[config.mk]
export PLATFORM = sky130hd
export DESIGN_NAME = adc_scan_seq
export DESIGN_NICKNAME = d
export VERILOG_FILES = /design/src/rtl/adc_scan_pkg.sv /design/src/rtl/result_bank.sv /design/src/rtl/irq_flags.sv /design/src/rtl/scan_ctrl.sv /design/src/rtl/adc_scan_seq.sv
export SDC_FILE = /design/constraint.sdc
export NUM_CORES = 1
export LEC_CHECK = 0
export ABC_AREA = 1
export ABC_CLOCK_PERIOD_IN_PS = 3300
export BUFFER_PORTS_ARGS = -buffer_cell sky130_fd_sc_hd__buf_4
export CAP_MARGIN = 0
export CORE_MARGIN = 2
export CORE_UTILIZATION = 61
export DETAILED_ROUTE_END_ITERATION = 7
export PLACE_DENSITY_LB_ADDON = 0.2
export SYNTH_ARGS = -nofsm -noshare
export SYNTH_HDL_FRONTEND = slang
export SYNTH_SLANG_ARGS = --single-unit
[constraint.sdc]
create_clock -name clk -period 3.3 [get_ports clk]
set_input_delay 0.99 -clock clk [delete_from_list [all_inputs] [get_ports clk]]
set_output_delay 0.99 -clock clk [all_outputs]
set_load 0.02 [all_outputs]
[src/rtl/adc_scan_pkg.sv]
package adc_scan_pkg;
  typedef enum logic [1:0] {
    MODE_SINGLE = 2'b00,
    MODE_CONT   = 2'b01,
    MODE_STEP   = 2'b10
  } scan_mode_e;

  typedef enum logic [1:0] {
    ST_IDLE,
    ST_CONV,
    ST_HOLD
  } scan_state_e;
endpackage

[src/rtl/result_bank.sv]
module result_bank #(
  parameter int DW    = 10,
  parameter int DEPTH = 32,
  localparam int AW   = $clog2(DEPTH)
) (
  input  logic          clk,
  input  logic          we,
  input  logic [AW-1:0] wa,
  input  logic [DW-1:0] wd,
  input  logic [AW-1:0] ra,
  output logic [DW-1:0] rd
);
  logic [DW-1:0] mem [DEPTH];

  always_ff @(posedge clk) begin
    if (we) mem[wa] <= wd;
    rd <= mem[ra];
  end
endmodule

[src/rtl/irq_flags.sv]
module irq_flags (
  input  logic clk,
  input  logic rst,
  input  logic set_eoc,
  input  logic set_eos,
  input  logic clr_eoc,
  input  logic clr_eos,
  output logic eoc_flag,
  output logic eos_flag
);
  always_ff @(posedge clk) begin
    if (rst) begin
      eoc_flag <= 1'b0;
      eos_flag <= 1'b0;
    end else begin
      if (set_eoc)      eoc_flag <= 1'b1;
      else if (clr_eoc) eoc_flag <= 1'b0;
      if (set_eos)      eos_flag <= 1'b1;
      else if (clr_eos) eos_flag <= 1'b0;
    end
  end

  assert_eoc_ack_clears_R9: assert property (@(posedge clk) disable iff (rst)
    (clr_eoc && !set_eoc) |=> !eoc_flag);
  assert_eos_ack_clears_R9: assert property (@(posedge clk) disable iff (rst)
    (clr_eos && !set_eos) |=> !eos_flag);
endmodule

[src/rtl/scan_ctrl.sv]
module scan_ctrl
  import adc_scan_pkg::*;
#(
  parameter int CHW = 5
) (
  input  logic           clk,
  input  logic           rst,
  input  logic [1:0]     mode,
  input  logic [CHW-1:0] start_ch,
  input  logic [CHW-1:0] end_ch,
  input  logic           eos_en,
  input  logic           sw_start,
  input  logic           sw_stop,
  input  logic           eoc_flag,
  input  logic           eos_flag,
  input  logic           conv_done,
  output logic           conv_req,
  output logic [CHW-1:0] conv_ch,
  output logic           busy,
  output logic           pause,
  output logic           wr_en,
  output logic           wr_last
);
  scan_state_e    state;
  scan_mode_e     md;
  logic [CHW-1:0] cur_ch;
  logic [CHW-1:0] end_eff;
  logic           abort;
  logic           step_mid;
  logic           guard_bank;
  logic           blocked;
  logic           quit;

  assign md         = scan_mode_e'(mode);
  assign end_eff    = (end_ch < start_ch) ? start_ch : end_ch;
  assign guard_bank = (md == MODE_CONT) && eos_en;
  assign blocked    = guard_bank ? ((cur_ch == start_ch) && eos_flag) : eoc_flag;
  assign wr_en      = (state == ST_HOLD) && !blocked;
  assign wr_last    = (cur_ch == end_eff);
  assign quit       = abort || sw_stop;
  assign conv_req   = (state == ST_CONV);
  assign conv_ch    = cur_ch;
  assign busy       = (state != ST_IDLE);

  always_ff @(posedge clk) begin
    if (rst) begin
      state    <= ST_IDLE;
      cur_ch   <= '0;
      pause    <= 1'b0;
      abort    <= 1'b0;
      step_mid <= 1'b0;
    end else begin
      if (sw_stop && state != ST_IDLE) abort <= 1'b1;
      case (state)
        ST_IDLE: begin
          abort <= 1'b0;
          if (sw_start) begin
            state <= ST_CONV;
            if (!(md == MODE_STEP && step_mid)) cur_ch <= start_ch;
          end
        end
        ST_CONV: if (conv_done) state <= ST_HOLD;
        ST_HOLD: begin
          if (blocked) begin
            pause <= 1'b1;
          end else begin
            pause <= 1'b0;
            if (wr_last) begin
              step_mid <= 1'b0;
              cur_ch   <= start_ch;
              state    <= (md == MODE_CONT && !quit) ? ST_CONV : ST_IDLE;
            end else begin
              cur_ch <= cur_ch + 1'b1;
              if (quit) begin
                step_mid <= 1'b0;
                state    <= ST_IDLE;
              end else if (md == MODE_STEP) begin
                step_mid <= 1'b1;
                state    <= ST_IDLE;
              end else begin
                state <= ST_CONV;
              end
            end
          end
        end
        default: state <= ST_IDLE;
      endcase
    end
  end

  assert_no_req_while_paused_R7: assert property (@(posedge clk) disable iff (rst)
    pause |-> !conv_req);
  assert_ch_in_window_R1: assert property (@(posedge clk) disable iff (rst)
    conv_req |-> (conv_ch >= start_ch && conv_ch <= end_eff));
endmodule

[src/rtl/adc_scan_seq.sv]
module adc_scan_seq #(
  parameter int NCH = 32,
  parameter int DW  = 10,
  localparam int CHW = $clog2(NCH)
) (
  input  logic           clk,
  input  logic           rst,
  input  logic [1:0]     mode,
  input  logic [CHW-1:0] start_ch,
  input  logic [CHW-1:0] end_ch,
  input  logic           eoc_en,
  input  logic           eos_en,
  input  logic           sw_start,
  input  logic           sw_stop,
  input  logic           eoc_clr,
  input  logic           eos_clr,
  input  logic           dma_ack_eoc,
  input  logic           dma_ack_eos,
  output logic           conv_req,
  output logic [CHW-1:0] conv_ch,
  input  logic           conv_done,
  input  logic [DW-1:0]  conv_data,
  input  logic [CHW-1:0] rd_ch,
  output logic [DW-1:0]  rd_data,
  output logic [DW-1:0]  latest,
  output logic           eoc_irq,
  output logic           eos_irq,
  output logic           pause,
  output logic           busy,
  output logic [7:0]     stat_a,
  output logic [7:0]     stat_b
);
  logic          wr_en;
  logic          wr_last;
  logic [DW-1:0] held;

  scan_ctrl #(.CHW(CHW)) u_ctrl (
    .clk(clk), .rst(rst), .mode(mode), .start_ch(start_ch), .end_ch(end_ch),
    .eos_en(eos_en), .sw_start(sw_start), .sw_stop(sw_stop),
    .eoc_flag(eoc_irq), .eos_flag(eos_irq), .conv_done(conv_done),
    .conv_req(conv_req), .conv_ch(conv_ch), .busy(busy), .pause(pause),
    .wr_en(wr_en), .wr_last(wr_last)
  );

  irq_flags u_flags (
    .clk(clk), .rst(rst),
    .set_eoc(wr_en && eoc_en),
    .set_eos(wr_en && wr_last && eos_en),
    .clr_eoc(eoc_clr || dma_ack_eoc),
    .clr_eos(eos_clr || dma_ack_eos),
    .eoc_flag(eoc_irq), .eos_flag(eos_irq)
  );

  result_bank #(.DW(DW), .DEPTH(NCH)) u_bank (
    .clk(clk), .we(wr_en), .wa(conv_ch), .wd(held), .ra(rd_ch), .rd(rd_data)
  );

  always_ff @(posedge clk) begin
    if (rst) begin
      held   <= '0;
      latest <= '0;
    end else begin
      if (conv_req && conv_done) held <= conv_data;
      if (wr_en) latest <= held;
    end
  end

  assign stat_a = {busy, eoc_en, eoc_irq, pause, 2'b00, mode};
  assign stat_b = {stat_a[7:4], eos_en, eos_irq, 2'b00};

  assert_latest_frozen_on_pause_R6: assert property (@(posedge clk) disable iff (rst)
    $rose(pause) |-> $stable(latest));
  assert_eos_only_after_last_R4: assert property (@(posedge clk) disable iff (rst)
    $rose(eos_irq) |-> $past(wr_en && wr_last && eos_en));
endmodule

==> results.md, run 1 <==
- Headroom to the max-slew limit: 21.4%
- Pre-CTS setup slack: 479 ps
- Post-layout util: 71.8%
- TritonCTS clock tree: built
- Worst R2R Path Depth: 10
- Delay-heaviest family, CP: simple AND/OR/NAND/NOR gates
- Leakage power: 5.47 nW
- Post-synth cell types: 33
- Ports: 84
- CP Class: reg2reg
- Max cap viols: 0
- Fin nets: 1327
- Final ANT Viol Nets: 0
- Fin crit share: 73.9%
- CP Data Arrival Time: 2700 ps
- Sequential share of the synthesized area: 71.6%
- Final WL: 35.7 mm
- H-tree depth: 2
- Tightest Pin Transition: 1180 ps
- Register Area: 10500 um^2
- Residual DRC: 0
- Worst VDD drop: 326 uV
- Unrepaired setup endpoints after global routing: false
- Critical path endpoint category: flip-flop
- # port buffers: 79
- Post-synth top area share: 65.9%
- Average size of a mapped cell: 12.3 um^2
- Worst path most repeated cell: nand2_1
- Fin crit period: 2440 ps
- Chip Width: 159 um
- Final setup margin: 860 ps
- Global-route wire length before repair: 54.0 mm
- Clock Root Buffer: clkbuf_16
- Area Growth Syn to Fin: 15.6%
- Post-CTS Setup Bufs: 0
- Syn Inst Count: 1190
- Fillcell total: 1549
- Die ar.: 25200 um^2
- DR iter-0 viols: 1319
- Placed Cells: 1562
- CP Data Required Time: 3560 ps
- FMAX: 410 MHz
- Drt wl/cell: 21.9 um
- Crit path max fanout: 12
- Worst path max stage delay: 620 ps
- Worst path buffer plus inverter count: 3
- Final std cells w/o fill: 1628
- Core ar.: 23500 um^2
- Post-Route Skew: 20.2 ps
- Reg-to-Reg Start: u_ctrl.conv_ch[2]
- Grt total ovfl: 0
- Post-Syn Area: 14600 um^2
- Initial antenna violation count: 1
- Overall routing resource usage: 29.0%
- Pins Over Slew Limit: 0
- Outcome: completed
- WP depth: 10
- Reg2Reg Setup Slack: 860 ps
- Vias in the first global route: 9487
- DRT Pass-1 Iters: 5
- Fin Setup TNS: 0 ps
- Antenna cells: 0
- CP endpoint: u_bank.mem[12][3]
- Yosys reg bits: 362
- Chip Height: 159 um
- Vias per std cell: 6.16
- Yosys warns: 0
- Placer congestion estimate: 0.858
- Crit-path slowest cell: dfxtp_1
- Setup violations, final: 0
- CTS Buf Count: 36
- Layout cell share with drive strength beyond 1: 16.0%
- Detail Placement HPWL: 20.8 mm
- Via count: 10.0k
- CP startpoint: u_ctrl.conv_ch[2]
- Worst R2R End: u_bank.mem[12][3]
- Post_cts resized: 0
- Starting Density: 62.2%
- Largest area contributor in the netlist: edfxtp_1
- Number of hold buffers added after CTS: 0
- PwrDens: 572 nW/um^2
- Largest net degree at the start of global routing: 100
- Worst min-delay path category: reg2reg
- Final hold vios: 0
- Multi-input gate area: 3590 um^2
- Cell row count: 56
- Clock-pin slew on the worst setup and hold paths: 60 ps
- Worst-case clock buffer depth: 3
- Number of clock sinks: 362
- Crit path launch type: flip-flop
- Clk Latency, worst-skew pair: 520 ps
- Synth top area cells: edfxtp_1 (66%), o21ai_0 (6.1%), nor2_1 (5.8%)
- CP Cell Sequence: inv_1 > nand2_1 > nand4_1 > a211oi_1 > nand2_1 > nand3_2 > inv_2 > nand2_1 > nor2_1 > buf_4
[routing by layer]
layer	part of all wire [%]	wire length [um]	track usage, %	vias to the layer above
li1	-	-	-	4564
met3	8.9	3170	5.17	91
met2	48	17300	47.3	556
met4	3.5	1240	11.2	0
met1	39	14000	39.4	4823
met5	0	0	0	-
[per-stage QoR]
| stage | total power [W] | instance area [um^2] | hold WS (ps) |
|---|---|---|---|
| after floorplan | 0.00555 | 14600 | 452 |
| after global placement | 0.00580 | 15700 | 449 |
| after detailed placement | 0.00582 | 15700 | 458 |
| after CTS | 0.00967 | 16900 | 465 |
| after global routing | 0.00989 | 16900 | 477 |
| final | 0.00964 | 16900 | 461 |
[synth_stat cells, drive strengths merged]
| master | instances |
|---|---|
| conb | 1 |
| inv | 30 |
| buf | 40 |
| or3b | 1 |
| nor2 | 229 |
| o21ai | 184 |
| nor3b | 1 |
| nand3 | 55 |
| clkbuf | 52 |
| o221ai | 54 |
| dfxtp | 42 |
| edfxtp | 320 |
| a32oi | 8 |
| nor3 | 3 |
| xor2 | 5 |
| a21oi | 31 |
| a211oi | 1 |
| o22ai | 28 |
| clkinv | 1 |
| ha | 8 |
| a31oi | 11 |
| nand4 | 7 |
| nand2 | 78 |
[cell families (layout without fill, tap and decap cells)]
family,after synthesis,in the layout,share of synthesized area (%)
AND/OR/NAND/NOR,374,374,10.7
flip-flops,362,362,71.6
AO/OA/AOI/OAI,317,317,12.8
buffers and inverters,123,239,3.85
adder cells (fa/ha/maj),8,8,0.686
XOR/XNOR,5,5,0.300
other,1,4,0.0257
[cell type report]
| class | instances | share of cell area, % |
|---|---|---|
| sequential | 362 | 62.0 |
| multi-input combinational | 708 | 21.3 |
| timing repair buffer | 142 | 6.99 |
| clock buffer | 52 | 6.12 |
| tap | 319 | 2.37 |
| inverter | 31 | 0.705 |
| clock inverter | 14 | 0.564 |
[layout by cell type (no fill, tap or decap), drive strengths merged]
master	synthesis	routed
a21oi	31	31
inv	30	33
nand3	55	55
bufinv	0	1
or3b	1	1
edfxtp	320	320
nor3	3	3
ha	8	8
nor2	229	229
o221ai	54	54
nand4	7	7
a31oi	11	11
a32oi	8	8
o22ai	28	28
o21ai	184	184
dfxtp	42	42
nand2	78	78
nor3b	1	1
clkbuf	52	52
xor2	5	5
a211oi	1	1
conb	1	4
clkinv	1	11
buf	40	142
[registers in the layout, indices dropped and copies added (netlist names)]
name and count:
latest 10, u_bank.mem 320, u_flags.eoc_flag 1, u_ctrl.step_mid 1, u_flags.eos_flag 1, u_ctrl.pause 1, held 10, u_ctrl.conv_ch 5
u_bank.rd 10, u_ctrl.state 2, u_ctrl.abort 1
[worst register-to-register path, stage by stage, from the launching register on]
cell and delay, ps:
dfxtp_1 620, inv_1 210, nand2_1 100, nand4_1 130
a211oi_1 210, nand2_1 110, nand3_2 90, inv_2 60
nand2_1 340, nor2_1 90, buf_4 220
[power by group]
group	switching (W)	internal, W	total, W	leakage, nW
clock network	0.00165	0.00226	0.00391	0.556
registers	0.0000370	0.00500	0.00504	2.89
logic	0.000472	0.000226	0.000698	2.02
[worst min path at each step]
stage,from,cells past startpoint,slack [ps],end
after floorplan,u_ctrl.step_mid,2,450,u_ctrl.step_mid
after global placement,held[6],2,450,latest[6]
after detailed placement,held[5],2,460,held[5]
after CTS,held[5],2,470,held[5]
after global routing,held[6],2,480,latest[6]
final,held[4],2,460,held[4]
Power figures use the tool's default switching activity.
==> run 2, diff against run 1 <==
ABC_CLOCK_PERIOD_IN_PS = 2400   (was 3300)
clock period = 2.4 ns   (was 3.3 ns; I/O delays follow)
==> run 2 against run 1 <==
Wire length decreased by 0.13%. Combinational power up 55%. Sequential power is 37% higher. Flip-flop and latch count unchanged. Total power is 37% higher. Via count up 0.41%. Clock-buffer cell count down 7.
==> results.md, run 2 (synthesis results as in run 1) <==
- Placed Area: 15900 um^2 (was 15700 um^2)
- CP Cell Sequence: inv_1 > nand2_1 > nand4_1 > a211oi_1 > nand2_1 > nand3_2 > inv_2 > nand2_1 > buf_4 > nor2_1 (was inv_1 > nand2_1 > nand4_1 > a211oi_1 > nand2_1 > nand3_2 > inv_2 > nand2_1 > nor2_1 > buf_4)
- Chip Height: 159 um (unchanged)
- Top Layer Used: met4 (unchanged)
- Fin nets: 1341 (was 1327)
- Final hold vios: 0 (unchanged)
- Clock-pin slew on the worst setup and hold paths: 60 ps (about the same)
- Initial antenna violation count: 0 (was 1)
- Design Area, Final: 17000 um^2 (was 16900 um^2)
- Grt total ovfl: 0 (unchanged)
- Critical path endpoint category: flip-flop (unchanged)
- Outcome: completed (unchanged)
- Tightest Pin Transition: 1020 ps (was 1180 ps)
- Placer congestion estimate: 0.884 (was 0.858)
- DR WL met3: 3.60 mm (was 3.17 mm)
- Global-route wire length before repair: 54.1 mm (was 54.0 mm)
- Layout cell share with drive strength beyond 1: 18.7% (was 16.0%)
- Pins Over Slew Limit: 0 (unchanged)
- Crit path max fanout: 10 (was 12)
- # port buffers: 79 (unchanged)
- Cell row count: 56 (unchanged)
- Met1 Wirelength: 13.8 mm (was 14.0 mm)
- Area Growth Syn to Fin: 16.7% (was 15.6%)
- Multi-input gate area: 3660 um^2 (was 3590 um^2)
- Detail Placement HPWL: 21.9 mm (was 20.8 mm)
- Ports: 84 (unchanged)
- Worst VDD drop: 428 uV (was 326 uV)
- Number of clock sinks: 362 (unchanged)
- Via count: 10.1k (was 10.0k)
- Delay-heaviest family, CP: simple AND/OR/NAND/NOR gates (unchanged)
- Leakage power: 5.51 nW (was 5.47 nW)
- Commonest cells after routing, fill and taps aside: edfxtp_1 (320), nor2_1 (201), o21ai_0 (179) (was edfxtp_1 (320), nor2_1 (225), o21ai_0 (179))
- Metal2 WL: 17.3 mm (about the same)
- CP Data Arrival Time: 2530 ps (was 2700 ps)
- Worst path max stage delay: 750 ps (was 620 ps)
- Crit-path slowest cell: nor2_1 (was dfxtp_1)
- Post-layout util: 72.6% (was 71.8%)
- Vias per std cell: 6.14 (was 6.16)
- Final WL: 35.7 mm (about the same)
- Worst path buffer plus inverter count: 3 (unchanged)
- CP Data Required Time: 2540 ps (was 3560 ps)
- Register Area: 10500 um^2 (unchanged)
- CTS Buf Count: 36 (unchanged)
- Fin crit period: 2390 ps (was 2440 ps)
- Fin crit share: 99.6% (was 73.9%)
- Unrepaired setup endpoints after global routing: true (was false)
- Core ar.: 23500 um^2 (unchanged)
- FMAX: 418 MHz (was 410 MHz)
- Worst min-delay path category: in2reg (was reg2reg)
- Fillcell total: 1544 (was 1549)
- TritonCTS clock tree: built (unchanged)
- Residual DRC: 0 (unchanged)
- Max cap viols: 0 (unchanged)
- DRT Pass-1 Iters: 5 (unchanged)
- PwrDens: 775 nW/um^2 (was 572 nW/um^2)
- Vias in the first global route: 9771 (was 9487)
- Crit path launch type: flip-flop (unchanged)
- Worst-case clock buffer depth: 3 (unchanged)
- Clock Root Buffer: clkbuf_16 (unchanged)
- Worst path most repeated cell: nand2_1 (unchanged)
- Placed Cells: 1576 (was 1562)
- Largest net degree at the start of global routing: 57 (was 100)
- Post-Route Skew: 15.2 ps (was 20.2 ps)
- Headroom to the max-slew limit: 31.8% (was 21.4%)
- Number of hold buffers added after CTS: 0 (unchanged)
- Final ANT Viol Nets: 0 (unchanged)
- Chip Width: 159 um (unchanged)
- Setup violations, final: 0 (unchanged)
- Clk Latency, worst-skew pair: 520 ps (about the same)
- Antenna cells: 0 (unchanged)
- Starting Density: 62.2% (unchanged)
- CP Class: reg2reg (unchanged)
- H-tree depth: 2 (unchanged)
- Top reg by flops: u_bank.mem (unchanged)
- Final std cells w/o fill: 1641 (was 1628)
- Max reg flops: 320 (unchanged)
- Overall routing resource usage: 29.0% (about the same)
- Post-CTS Setup Bufs: 0 (unchanged)
- DR iter-0 viols: 1099 (was 1319)
- Drt wl/cell: 21.7 um (was 21.9 um)
- Die ar.: 25200 um^2 (unchanged)
- Most common cell after layout, fill and taps aside: edfxtp_1 (unchanged)
-- run 2: cell count changes in the layout (fill, tap and decap cells not counted) --
cell        previous run  this run
clkbuf_1              10         7
nor2_1               225       201
nor3b_2                0         1
clkbuf_8               5         1
clkinv_2               5         7
clkinvlp_4             0         1
clkinv_1               6         9
buf_4                133       144
nor2_2                 3        27
nor3b_1                1         0
buf_12                 9        12
-- run 2: per-layer routing --
metal  vias up  global-route usage (%)
met5         -                       0
met4         0                    10.5
met3        78                    5.44
met2       605                    47.6
met1      4804                    39.3
li1       4588                       -
-- run 2: final cells by class --
| class | count | share of cell area [%] |
|---|---|---|
| well taps | 319 | 2.34 |
| clock inverters | 20 | 0.727 |
| multi-input cells | 708 | 21.5 |
| flip-flops and latches | 362 | 61.3 |
| inverters | 31 | 0.698 |
| repair buffers | 156 | 7.76 |
| clock buffers | 45 | 5.67 |
-- run 2: final timing paths --
path	start	end	slack [ps]	cells past startpoint
setup / recovery	u_ctrl.conv_ch[2]	u_bank.mem[10][6]	9	10
setup reg to reg	u_ctrl.conv_ch[2]	u_bank.mem[10][6]	9	10
hold / removal	rd_ch[4]	u_bank.rd[9]	450	2
hold reg to reg	latest[5]	latest[5]	460	2
-- run 2: stage by stage --
stage	setup WS, ps	setup TNS [ps]	hold slack [ps]	power (W)
4_1_cts	9.14	0	434	0.0132
5_1_grt	-131	-7030	448	0.0136
3_3_place_gp	-399	-94470	449	0.00807
6_report	9.00	0	449	0.0132
3_5_place_dp	-460	-118240	455	0.00809
2_1_floorplan	63.5	0	452	0.00763
-- run 2: repair_timing --
item / 4_1_cts / 5_1_grt
setup endpoints to repair: 10 / 291
pin swaps: 0 / 0
gates cloned: 0 / 0
gates resized for setup: 1 / 23
-- run 2: report_power, final --
group	internal [W]	switching, W	leakage, nW
Sequential	0.00688	0.0000287	2.89
Clock	0.00297	0.00225	0.536
Combinational	0.000375	0.000701	2.08
Total	0.0102	0.00298	5.51
==> run 3, diff against run 2 <==
GPL_TIMING_DRIVEN = 0   (was unset)
==> run 3 against run 2 <==
The run now ends with negative setup slack left. Sequential power grew 1%. Sequential share of layout area shrank 2.7 points. Combinational power is essentially flat. Fmax shrank 4.2%. Highest routed layer is now met5.
==> results.md, run 3 (synthesis results as in run 1) <==
- Overall power: 0.0137 W (was 0.0132 W)
- Min-Delay Endpoint: u_flags.eoc_flag (was u_bank.rd[9])
- Vias per std cell: 6.57 (was 6.14)
- Outcome: finished with violations (was completed)
- Grt total ovfl: 0 (unchanged)
- Crit path launch type: input port (was flip-flop)
- Fin crit share: 104% (was 99.6%)
- H-tree depth: 2 (unchanged)
- Final hold vios: 0 (unchanged)
- CP Class: in2reg (was reg2reg)
- Drt wl/cell: 26.5 um (was 21.7 um)
- # port buffers: 75 (was 79)
- Starting Density: 62.2% (unchanged)
- Failing checks: negative setup slack
- Worst VDD drop: 648 uV (was 428 uV)
- Via count: 11.2k (was 10.1k)
- Tightest Pin Transition: 1430 ps (was 1020 ps)
- FMAX: 401 MHz (was 418 MHz)
- Antenna cells: 0 (unchanged)
- Multi-input gate area: 3920 um^2 (was 3660 um^2)
- Max cap viols: 0 (unchanged)
- Chip Width: 159 um (unchanged)
- CTS Buf Count: 36 (unchanged)
- Setup violations, final: 2 (was 0)
- Placer congestion estimate: 0.965 (was 0.884)
- Crit path max fanout: 10 (unchanged)
- Global-route wire length before repair: 65.1 mm (was 54.1 mm)
- Number of clock sinks: 362 (unchanged)
- Fillcell total: 1437 (was 1544)
- Residual DRC: 0 (unchanged)
- Detail Placement HPWL: 26.8 mm (was 21.9 mm)
- DR iter-0 viols: 2148 (was 1099)
- Vias in the first global route: 10.8k (was 9771)
- CP Data Arrival Time: 2880 ps (was 2530 ps)
- Core ar.: 23500 um^2 (unchanged)
- Fin nets: 1403 (was 1341)
- Clock-pin slew on the worst setup and hold paths: 70 ps (was 60 ps)
- Worst min-delay path category: in2reg (unchanged)
- Clk Latency, worst-skew pair: 530 ps (was 520 ps)
- Overall routing resource usage: 36.3% (was 29.0%)
- Pre-CTS setup slack: -1100 ps (was -460 ps)
- Initial antenna violation count: 2 (was 0)
- Final WL: 45.2 mm (was 35.7 mm)
- Headroom to the max-slew limit: 4.33% (was 31.8%)
- Worst-case clock buffer depth: 3 (unchanged)
- Pins Over Slew Limit: 0 (unchanged)
- Worst R2R Path Depth: 9 (was 10)
- Ports: 84 (unchanged)
- Commonest cells after routing, fill and taps aside: edfxtp_1 (320), nor2_1 (193), o21ai_0 (178) (was edfxtp_1 (320), nor2_1 (201), o21ai_0 (179))
- Reg-to-Reg Start: u_ctrl.conv_ch[0] (was u_ctrl.conv_ch[2])
- Largest net degree at the start of global routing: 35 (was 57)
- Post-Route Skew: 28.0 ps (was 15.2 ps)
- Final setup margin: -94.8 ps (was 9.00 ps)
- TritonCTS clock tree: built (unchanged)
- Critical path endpoint category: flip-flop (unchanged)
- CP Data Required Time: 2780 ps (was 2540 ps)
- Cell row count: 56 (unchanged)
- Hold path cells: 4 (was 2)
- Fin crit period: 2490 ps (was 2390 ps)
- Worst R2R End: u_bank.mem[23][6] (was u_bank.mem[10][6])
- Clock Root Buffer: clkbuf_16 (unchanged)
- Most common cell after layout, fill and taps aside: edfxtp_1 (unchanged)
- PwrDens: 771 nW/um^2 (was 775 nW/um^2)
- Register Area: 10500 um^2 (about the same)
- Top reg by flops: u_bank.mem (unchanged)
- Max reg flops: 320 (unchanged)
- Layout cell share with drive strength beyond 1: 20.4% (was 18.7%)
- Worst min-delay path startpoint: dma_ack_eoc (was rd_ch[4])
- Area Growth Syn to Fin: 22.2% (was 16.7%)
- Reg2Reg Setup Slack: 180 ps (was 9 ps)
- Die ar.: 25200 um^2 (unchanged)
- DRT Pass-1 Iters: 7 (was 5)
- Leakage power: 5.74 nW (was 5.51 nW)
- Chip Height: 159 um (unchanged)
- Final ANT Viol Nets: 0 (unchanged)
-- run 3: where the power goes --
| group | total, W | switching (W) | internal (W) |
|---|---|---|---|
| logic | 0.00105 | 0.000733 | 0.000321 |
| registers | 0.00698 | 0.000105 | 0.00688 |
| clock network | 0.00570 | 0.00241 | 0.00329 |
-- run 3: worst max path at each step --
stage                            startpoint                 to  slack [ps]  cells after the start
after floorplan                 start_ch[2]  u_bank.mem[28][0]          60                      9
after global placement          start_ch[2]  u_bank.mem[20][6]       -1020                     10
after detailed placement        start_ch[2]  u_bank.mem[22][3]       -1100                     10
after CTS                 u_ctrl.conv_ch[0]  u_bank.mem[22][0]          -4                      9
after global routing               rd_ch[1]       u_bank.rd[7]         -20                      8
final                              rd_ch[1]       u_bank.rd[7]         -90                      8
-- run 3: per-layer routing --
layer / vias to the layer above / track usage, % / wire [um]
met2: 986 / 57.3 / 20600
met4: 2 / 20.9 / 3300
met3: 260 / 7.92 / 6080
met1: 5209 / 46.7 / 15200
met5: - / 0 / 10
li1: 4725 / - / -
-- run 3: area by class of cell --
| cell class | count | area share [%] |
|---|---|---|
| Inverter | 31 | 0.695 |
| Clock buffer | 46 | 5.61 |
| Buffer | 92 | 2.55 |
| Timing Repair Buffer | 126 | 7.27 |
| Multi-Input combinational cell | 708 | 22.0 |
| Tap cell | 319 | 2.24 |
| Sequential cell | 362 | 58.7 |
| Clock inverter | 19 | 1.01 |
-- run 3: through the flow --
stage,utilization [%],std cells,hold WS (ps),area (um^2),setup TNS (ps)
after floorplan,-,1193,452,14600,0
final,76.0,1703,452,17800,-107
after CTS,75.4,1701,459,17700,-23.6
after detailed placement,66.3,1587,458,15600,-272680
after global placement,66.3,1587,452,15600,-254920
after global routing,76.0,1703,465,17800,-22.3
-- run 3: repair_timing --
item	CTS	global route
pin swaps	31	2
endpoints found under the setup margin	321	327
setup buffers	49	2
hold buffers	0	0
resized for setup	68	26
-- run 3: critical path, stage by stage --
cell and delay, ps:
buf_2 260, clkbuf_1 500, o21ai_0 220, o22ai_1 230
nor2_1 100, nor2_1 200, o21ai_0 170, a32oi_1 460
